`src/rtl/falru_pkg.sv`:
```
package falru_pkg;
  typedef enum logic [1:0] {
    STK_HOLD = 2'd0,
    STK_HEAD = 2'd1,
    STK_TAIL = 2'd2
  } stk_op_e;
endpackage

```
`src/rtl/falru_tag_array.sv`:
```
module falru_tag_array #(
  parameter int N_ENTRIES = 8,
  parameter int TAG_W     = 14,
  localparam int IDX_W    = $clog2(N_ENTRIES)
) (
  input  logic             clk,
  input  logic             rst_n,
  input  logic             wr_en,
  input  logic [IDX_W-1:0] wr_idx,
  input  logic [TAG_W-1:0] wr_tag,
  input  logic             clr_en,
  input  logic [IDX_W-1:0] clr_idx,
  input  logic [TAG_W-1:0] a_tag,
  output logic             a_hit,
  output logic [IDX_W-1:0] a_idx,
  input  logic [TAG_W-1:0] b_tag,
  output logic             b_hit,
  output logic [IDX_W-1:0] b_idx
);
  logic [N_ENTRIES-1:0][TAG_W-1:0] tag_q, tag_d;
  logic [N_ENTRIES-1:0]            vld_q, vld_d;

  always_comb begin
    tag_d = tag_q;
    vld_d = vld_q;
    if (wr_en) begin
      tag_d[wr_idx] = wr_tag;
      vld_d[wr_idx] = 1'b1;
    end else if (clr_en) begin
      vld_d[clr_idx] = 1'b0;
    end
  end

  always_ff @(posedge clk or negedge rst_n) begin
    if (!rst_n) begin
      tag_q <= '0;
      vld_q <= '0;
    end else if (wr_en || clr_en) begin
      tag_q <= tag_d;
      vld_q <= vld_d;
    end
  end

  always_comb begin
    a_hit = 1'b0;
    a_idx = '0;
    b_hit = 1'b0;
    b_idx = '0;
    for (int e = 0; e < N_ENTRIES; e++) begin
      if (vld_q[e] && tag_q[e] == a_tag) begin
        a_hit = 1'b1;
        a_idx = IDX_W'(e);
      end
      if (vld_q[e] && tag_q[e] == b_tag) begin
        b_hit = 1'b1;
        b_idx = IDX_W'(e);
      end
    end
  end

  AST_CLR_DROPS_VALID: assert property (@(posedge clk) disable iff (!rst_n)
    (clr_en && !wr_en) |=> !vld_q[$past(clr_idx)]);
endmodule

```
`src/rtl/falru_stack.sv`:
```
module falru_stack
  import falru_pkg::*;
#(
  parameter int N_ENTRIES = 8,
  localparam int IDX_W    = $clog2(N_ENTRIES)
) (
  input  logic                            clk,
  input  logic                            rst_n,
  input  stk_op_e                         op,
  input  logic [IDX_W-1:0]                sel_idx,
  output logic [N_ENTRIES-1:0][IDX_W-1:0] pos_o,
  output logic [IDX_W-1:0]                victim_idx
);
  localparam logic [IDX_W-1:0] LAST = IDX_W'(N_ENTRIES - 1);

  logic [N_ENTRIES-1:0][IDX_W-1:0] pos_q, pos_d;
  logic [IDX_W-1:0]                sel_pos;
  logic [N_ENTRIES-1:0]            occ;

  assign sel_pos = pos_q[sel_idx];

  always_comb begin
    pos_d = pos_q;
    for (int e = 0; e < N_ENTRIES; e++) begin
      unique case (op)
        STK_HEAD: begin
          if (IDX_W'(e) == sel_idx)    pos_d[e] = '0;
          else if (pos_q[e] < sel_pos) pos_d[e] = pos_q[e] + 1'b1;
        end
        STK_TAIL: begin
          if (IDX_W'(e) == sel_idx)    pos_d[e] = LAST;
          else if (pos_q[e] > sel_pos) pos_d[e] = pos_q[e] - 1'b1;
        end
        default: ;
      endcase
    end
  end

  always_ff @(posedge clk or negedge rst_n) begin
    if (!rst_n) begin
      for (int e = 0; e < N_ENTRIES; e++) pos_q[e] <= IDX_W'(e);
    end else if (op != STK_HOLD) begin
      pos_q <= pos_d;
    end
  end

  always_comb begin
    victim_idx = '0;
    occ        = '0;
    for (int e = 0; e < N_ENTRIES; e++) begin
      if (pos_q[e] == LAST) victim_idx = IDX_W'(e);
      occ[pos_q[e]] = 1'b1;
    end
  end

  assign pos_o = pos_q;

  AST_STACK_IS_PERMUTATION: assert property (@(posedge clk) disable iff (!rst_n)
    &occ);
  AST_HEAD_PROMOTE: assert property (@(posedge clk) disable iff (!rst_n)
    (op == STK_HEAD) |=> pos_q[$past(sel_idx)] == '0);
  AST_TAIL_DEMOTE: assert property (@(posedge clk) disable iff (!rst_n)
    (op == STK_TAIL) |=> victim_idx == $past(sel_idx));
endmodule

```
`src/rtl/falru_size_stats.sv`:
```
module falru_size_stats #(
  parameter int N_SIZES    = 2,
  parameter int MIN_BLOCKS = 2,
  parameter int IDX_W      = 3,
  parameter int CNT_W      = 32,
  localparam int FIT_W     = (N_SIZES > 0) ? N_SIZES : 1,
  localparam int SEL_W     = (N_SIZES > 1) ? $clog2(N_SIZES) : 1
) (
  input  logic             clk,
  input  logic             rst_n,
  input  logic             acc_en,
  input  logic             hit,
  input  logic [IDX_W-1:0] hit_pos,
  input  logic [SEL_W-1:0] sel,
  output logic [FIT_W-1:0] fit_o,
  output logic [CNT_W-1:0] hits_o,
  output logic [CNT_W-1:0] misses_o,
  output logic [CNT_W-1:0] accesses_o
);
  localparam logic [CNT_W-1:0] SAT = '1;

  logic [CNT_W-1:0] acc_q, acc_d;

  always_comb begin
    acc_d = acc_q;
    if (acc_q != SAT) acc_d = acc_q + 1'b1;
  end

  always_ff @(posedge clk or negedge rst_n) begin
    if (!rst_n)      acc_q <= '0;
    else if (acc_en) acc_q <= acc_d;
  end

  assign accesses_o = acc_q;

  AST_NO_OVERFLOW: assert property (@(posedge clk) disable iff (!rst_n)
    acc_q >= $past(acc_q));

  if (N_SIZES > 0) begin : g_sizes
    logic [N_SIZES-1:0][CNT_W-1:0] hit_q, hit_d, mis_q, mis_d;
    logic [N_SIZES-1:0]            fit;

    for (genvar i = 0; i < N_SIZES; i++) begin : g_cap
      localparam int LIM_I = MIN_BLOCKS << i;
      localparam logic [IDX_W:0] LIM = LIM_I[IDX_W:0];
      assign fit[i] = hit && ({1'b0, hit_pos} < LIM);

      always_comb begin
        hit_d[i] = hit_q[i];
        mis_d[i] = mis_q[i];
        if (fit[i]) begin
          if (hit_q[i] != SAT) hit_d[i] = hit_q[i] + 1'b1;
        end else begin
          if (mis_q[i] != SAT) mis_d[i] = mis_q[i] + 1'b1;
        end
      end

      always_ff @(posedge clk or negedge rst_n) begin
        if (!rst_n) begin
          hit_q[i] <= '0;
          mis_q[i] <= '0;
        end else if (acc_en) begin
          hit_q[i] <= hit_d[i];
          mis_q[i] <= mis_d[i];
        end
      end

      AST_COUNTS_BALANCE: assert property (@(posedge clk) disable iff (!rst_n)
        (acc_q != SAT) |-> (hit_q[i] + mis_q[i] == acc_q));

      if (i + 1 < N_SIZES) begin : g_nest
        AST_FIT_NESTED: assert property (@(posedge clk) disable iff (!rst_n)
          fit[i] |-> fit[i+1]);
      end
    end

    assign fit_o    = fit;
    assign hits_o   = (32'(sel) < N_SIZES) ? hit_q[sel] : '0;
    assign misses_o = (32'(sel) < N_SIZES) ? mis_q[sel] : '0;
  end else begin : g_nosizes
    assign fit_o    = '0;
    assign hits_o   = '0;
    assign misses_o = '0;
  end
endmodule

```
`src/rtl/falru_tracker.sv`:
```
module falru_tracker
  import falru_pkg::*;
#(
  parameter int N_ENTRIES  = 8,
  parameter int ADDR_W     = 16,
  parameter int OFF_BITS   = 2,
  parameter int MIN_BLOCKS = 2,
  parameter int CNT_W      = 32,
  localparam int IDX_W     = $clog2(N_ENTRIES),
  localparam int TAG_W     = ADDR_W - OFF_BITS,
  localparam int N_SIZES   = (N_ENTRIES > MIN_BLOCKS) ?
                             ($clog2(N_ENTRIES) - $clog2(MIN_BLOCKS)) : 0,
  localparam int FIT_W     = (N_SIZES > 0) ? N_SIZES : 1,
  localparam int SEL_W     = (N_SIZES > 1) ? $clog2(N_SIZES) : 1
) (
  input  logic              clk,
  input  logic              rst_n,
  input  logic              acc_valid,
  input  logic [ADDR_W-1:0] acc_addr,
  output logic              acc_hit,
  output logic [IDX_W-1:0]  acc_idx,
  output logic [FIT_W-1:0]  acc_fit,
  input  logic [ADDR_W-1:0] prb_addr,
  output logic              prb_hit,
  output logic [IDX_W-1:0]  prb_idx,
  input  logic              inv_valid,
  input  logic [IDX_W-1:0]  inv_idx,
  input  logic              ins_valid,
  input  logic [ADDR_W-1:0] ins_addr,
  output logic [IDX_W-1:0]  victim_idx,
  input  logic [SEL_W-1:0]  stat_sel,
  output logic [CNT_W-1:0]  stat_hits,
  output logic [CNT_W-1:0]  stat_misses,
  output logic [CNT_W-1:0]  stat_accesses
);
  logic [1:0] rst_sync_q;
  logic       rst_int_n;

  always_ff @(posedge clk or negedge rst_n) begin
    if (!rst_n) rst_sync_q <= 2'b00;
    else        rst_sync_q <= {rst_sync_q[0], 1'b1};
  end
  assign rst_int_n = rst_sync_q[1];

  logic                            do_acc, do_ins, do_inv;
  logic                            a_hit;
  logic [IDX_W-1:0]                a_idx;
  logic [N_ENTRIES-1:0][IDX_W-1:0] pos;
  stk_op_e                         stk_op;
  logic [IDX_W-1:0]                stk_sel;

  assign do_acc = acc_valid;
  assign do_ins = ins_valid && !acc_valid;
  assign do_inv = inv_valid && !acc_valid && !ins_valid;

  always_comb begin
    stk_op  = STK_HOLD;
    stk_sel = '0;
    if (do_acc && a_hit) begin
      stk_op  = STK_HEAD;
      stk_sel = a_idx;
    end else if (do_ins) begin
      stk_op  = STK_HEAD;
      stk_sel = victim_idx;
    end else if (do_inv) begin
      stk_op  = STK_TAIL;
      stk_sel = inv_idx;
    end
  end

  falru_tag_array #(.N_ENTRIES(N_ENTRIES), .TAG_W(TAG_W)) tags_i (
    .clk     (clk),
    .rst_n   (rst_int_n),
    .wr_en   (do_ins),
    .wr_idx  (victim_idx),
    .wr_tag  (ins_addr[ADDR_W-1:OFF_BITS]),
    .clr_en  (do_inv),
    .clr_idx (inv_idx),
    .a_tag   (acc_addr[ADDR_W-1:OFF_BITS]),
    .a_hit   (a_hit),
    .a_idx   (a_idx),
    .b_tag   (prb_addr[ADDR_W-1:OFF_BITS]),
    .b_hit   (prb_hit),
    .b_idx   (prb_idx)
  );

  falru_stack #(.N_ENTRIES(N_ENTRIES)) stack_i (
    .clk        (clk),
    .rst_n      (rst_int_n),
    .op         (stk_op),
    .sel_idx    (stk_sel),
    .pos_o      (pos),
    .victim_idx (victim_idx)
  );

  falru_size_stats #(
    .N_SIZES(N_SIZES), .MIN_BLOCKS(MIN_BLOCKS), .IDX_W(IDX_W), .CNT_W(CNT_W)
  ) stats_i (
    .clk        (clk),
    .rst_n      (rst_int_n),
    .acc_en     (do_acc),
    .hit        (a_hit),
    .hit_pos    (pos[a_idx]),
    .sel        (stat_sel),
    .fit_o      (acc_fit),
    .hits_o     (stat_hits),
    .misses_o   (stat_misses),
    .accesses_o (stat_accesses)
  );

  assign acc_hit = a_hit;
  assign acc_idx = a_idx;

  AST_MISS_NO_FIT: assert property (@(posedge clk) disable iff (!rst_int_n)
    !a_hit |-> (acc_fit == '0));
  AST_INSERT_HITS_NEXT: assert property (@(posedge clk) disable iff (!rst_int_n)
    do_ins |=> (victim_idx != $past(victim_idx)));
endmodule

```
`config.mk`:
```
export PLATFORM = sky130hd
export DESIGN_NAME = falru_tracker
export DESIGN_NICKNAME = d
export VERILOG_FILES = /design/src/rtl/falru_pkg.sv /design/src/rtl/falru_tag_array.sv /design/src/rtl/falru_stack.sv /design/src/rtl/falru_size_stats.sv /design/src/rtl/falru_tracker.sv
export SDC_FILE = /design/constraint.sdc
export NUM_CORES = 1
export LEC_CHECK = 0
export ABC_AREA = 0
export ABC_CLOCK_PERIOD_IN_PS = 13350
export CAP_MARGIN = 20
export CORE_MARGIN = 10
export CORE_UTILIZATION = 59
export DETAILED_ROUTE_END_ITERATION = 10
export GPL_ROUTABILITY_DRIVEN = 0
export GPL_TIMING_DRIVEN = 1
export PLACE_DENSITY = 0.83
export SLEW_MARGIN = 40
export SYNTH_ARGS = -nofsm -noshare
export SYNTH_HDL_FRONTEND = slang
export SYNTH_HIERARCHICAL = 1
export SYNTH_SLANG_ARGS = --single-unit
```
`constraint.sdc`:
```
create_clock -name clk -period 13.35 [get_ports clk]
set_clock_uncertainty 0.2 [all_clocks]
set_input_delay 2.67 -clock clk [delete_from_list [all_inputs] [get_ports clk]]
set_output_delay 2.67 -clock clk [all_outputs]
set_load 0.05 [all_outputs]
```
==> flow_metrics.env <==
export IMPL_cp_data_required_time_ps=10480
export IMPL_synthCells=1795
export IMPL_r2r_end="stack_i/pos_o[9]"
export IMPL_start_util=0.601
export IMPL_end_kind="output pin"
export IMPL_setup_viol=0
export IMPL_fin_tns_setup_ps=0
export IMPL_postCtsHoldBufs=0
export IMPL_clockBufferDepth=3
export IMPL_dp_hpwl_mm=38.7
export IMPL_ios=166
export IMPL_clk_pin_slew_ps=60
export IMPL_die_x_um=200
export IMPL_p_per_area_nw_per_um2=187
export IMPL_antenna_found_initial=0
export IMPL_portBuffers=159
export IMPL_cts_sinks=306
export IMPL_synth_fp_nets=1907
export IMPL_crit_start="acc_addr[9]"
export IMPL_avgSynthCellArea_um2=10.6
export IMPL_crit_cells=11
export IMPL_slew_viol_final=0
export IMPL_final_core_util=0.696
export IMPL_min_path_type="reg2async"
export IMPL_finalCriticalPeriod_ps=10680
export IMPL_leakagePower_nw=9.13
export IMPL_relSlewSlack=0.429
export IMPL_status="finished, final reports clean"
export IMPL_ant_nets=0
export IMPL_routedWlPerCell_um=22.7
export IMPL_htree_levels=2
export IMPL_grt_max_degree=78
export IMPL_setup_worst_path_class="in2out"
export IMPL_drc=0
export IMPL_dr_pass1_iters=8
export IMPL_grt_total_usage=0.266
export IMPL_post_cts_resized=0
export IMPL_post_cts_buffers=0
export IMPL_clk_latency_ps=520
export IMPL_path_common_cell="clkdlybuf4s50_1"
export IMPL_rsz0062_at_grt="no"
export IMPL_grt_ovfl_total=0
export IMPL_drt_wl_total_mm=53.8
export IMPL_chipHeight_um=200
export IMPL_drt_iter0_markers=1205
export IMPL_path_buf_inv=2
export IMPL_grt_pass1_wl_mm=84.3
export IMPL_via_count=15100
export IMPL_post_place_cells=2302
export IMPL_slowest_stage="clkdlybuf4s50_1"
export IMPL_root_buffer="clkbuf_16"
export IMPL_via_per_inst=6.38
export IMPL_vdd_drop_max_v=0.000108
export IMPL_crit_path_end="acc_fit[0]"
export IMPL_drv_cap=0
export IMPL_reg2reg_from="tags_i/tag_q[49]"
export IMPL_ff2ff_setup_slack_ps=7200
export IMPL_die_area_um2=39900
export IMPL_synthToLayoutAreaGrowth_pct=15.8
export IMPL_fill_cells=2306
export IMPL_worstPathCellList="clkdlybuf4s50_1 > xnor2_1 > nand3_1 > nor4_1 > o21bai_2 > a21oi_1 > o21bai_1 > mux4_1 > mux2_2 > nor3b_1 > clkdlybuf4s50_1"
export IMPL_rows=65
export IMPL_finalCritPeriodShare=0.800
export IMPL_numCtsBuffers=34
export IMPL_fin_nets=2049
export IMPL_arrival_ps=7810
export IMPL_r2r_cells=17
export IMPL_cts_tree="done"
export IMPL_netlist_area_um2=19000
export IMPL_cp_max_fo=8
export IMPL_crit_path_start_kind="input port"
export IMPL_fmax_mhz=93.6
export IMPL_final_cells=2364
export IMPL_tightest_slew_ps=850
export IMPL_core_um2=31700
export IMPL_finalHoldViolations=0
export IMPL_cpPeakStageDelay_ps=960
export IMPL_crit_family="buffers and inverters"
export IMPL_grt_pass1_vias=15100
export IMPL_final_layout_size_suffix_gt1_frac=0.153
export IMPL_antennaDiodeCount=0
export IMPL_ys_warn_count=6
==> state kept, by name, summed over array words and instances (netlist names) <==
name,cells
tags_i/tag_q,112
stack_i/pos_o,24
stats_i/accesses_o,32
tags_i/vld_q,8
stats_i/g_sizes.mis_q,64
stats_i/g_sizes.hit_q,64
rst_sync_q,2
==> metal layers <==
metal  wire length [um]  track usage  share of wire  vias to the layer above
li1                   -            -              -                     6739
met1              21400        0.345           0.40                     7478
met2              25700        0.435           0.48                      740
met3               4810       0.0537          0.090                      132
met4               1830       0.0909          0.034                        0
met5                  0            0              0                        -
==> worst min path at each step <==
stage	endpoint	cells after the start
2_1_floorplan	rst_sync_q[1]	0
3_3_place_gp	rst_sync_q[1]	0
3_5_place_dp	stats_i/accesses_o[10]	0
4_1_cts	stats_i/accesses_o[20]	0
5_1_grt	stats_i/accesses_o[25]	0
6_report	stats_i/accesses_o[20]	0
==> layout make-up <==
class                      count  area, um^2  share of cell area
multi-input combinational   1363       10700               0.487
sequential                   306        7680               0.348
timing repair buffer         183        1790              0.0813
clock buffer                  49         998              0.0453
tap                          402         503              0.0228
inverter                      49         184             0.00834
clock inverter                12         166             0.00754
==> metrics by stage <==
step / setup slack (ps) / total power, mW / instance area, um^2 / hold WS [ps]
floorplan: 3620 / 2.64 / 19000 / 131
global placement: 2970 / 3.00 / 20800 / 138
detailed placement: 2890 / 3.10 / 20900 / 59.2
CTS: 2830 / 4.11 / 22000 / 49.5
global route: 2650 / 4.33 / 22100 / 64.5
finish: 2670 / 4.13 / 22100 / 43.9
==> cells in the final DEF, fill, tap and decap left out, types with 7 or more instances in the layout <==
cell type	n
xnor2_1	304
dfrtp_1	293
mux2_2	162
clkdlybuf4s50_1	158
nand2_1	102
nand4_1	93
nand3_1	88
nor2_1	71
xor2_1	71
ha_1	55
inv_1	48
o21ai_0	37
nor3_1	36
clkbuf_16	35
and3_1	32
nor4_1	30
a21oi_1	27
a31oi_1	19
buf_4	19
mux2_1	18
nand2b_1	14
a32oi_1	13
dfstp_2	12
and4_1	12
nand3b_1	10
o21a_1	10
nor2b_1	8
o211ai_1	8
or4_1	8
or2_2	8
nor3b_1	7
clkbuf_8	7
clkbuf_1	7
a21o_1	7
o2bb2ai_1	7
nor4_2	7
==> where the power goes <==
group / switching (mW) / internal [mW] / total, mW / leakage [nW]
logic: 0.837 / 0.770 / 1.61 / 4.63
registers: 0.352 / 1.19 / 1.54 / 3.92
clock network: 0.385 / 0.598 / 0.983 / 0.575
total: 1.57 / 2.56 / 4.13 / 9.13
Note: power is estimated with default switching activity, not from simulation.
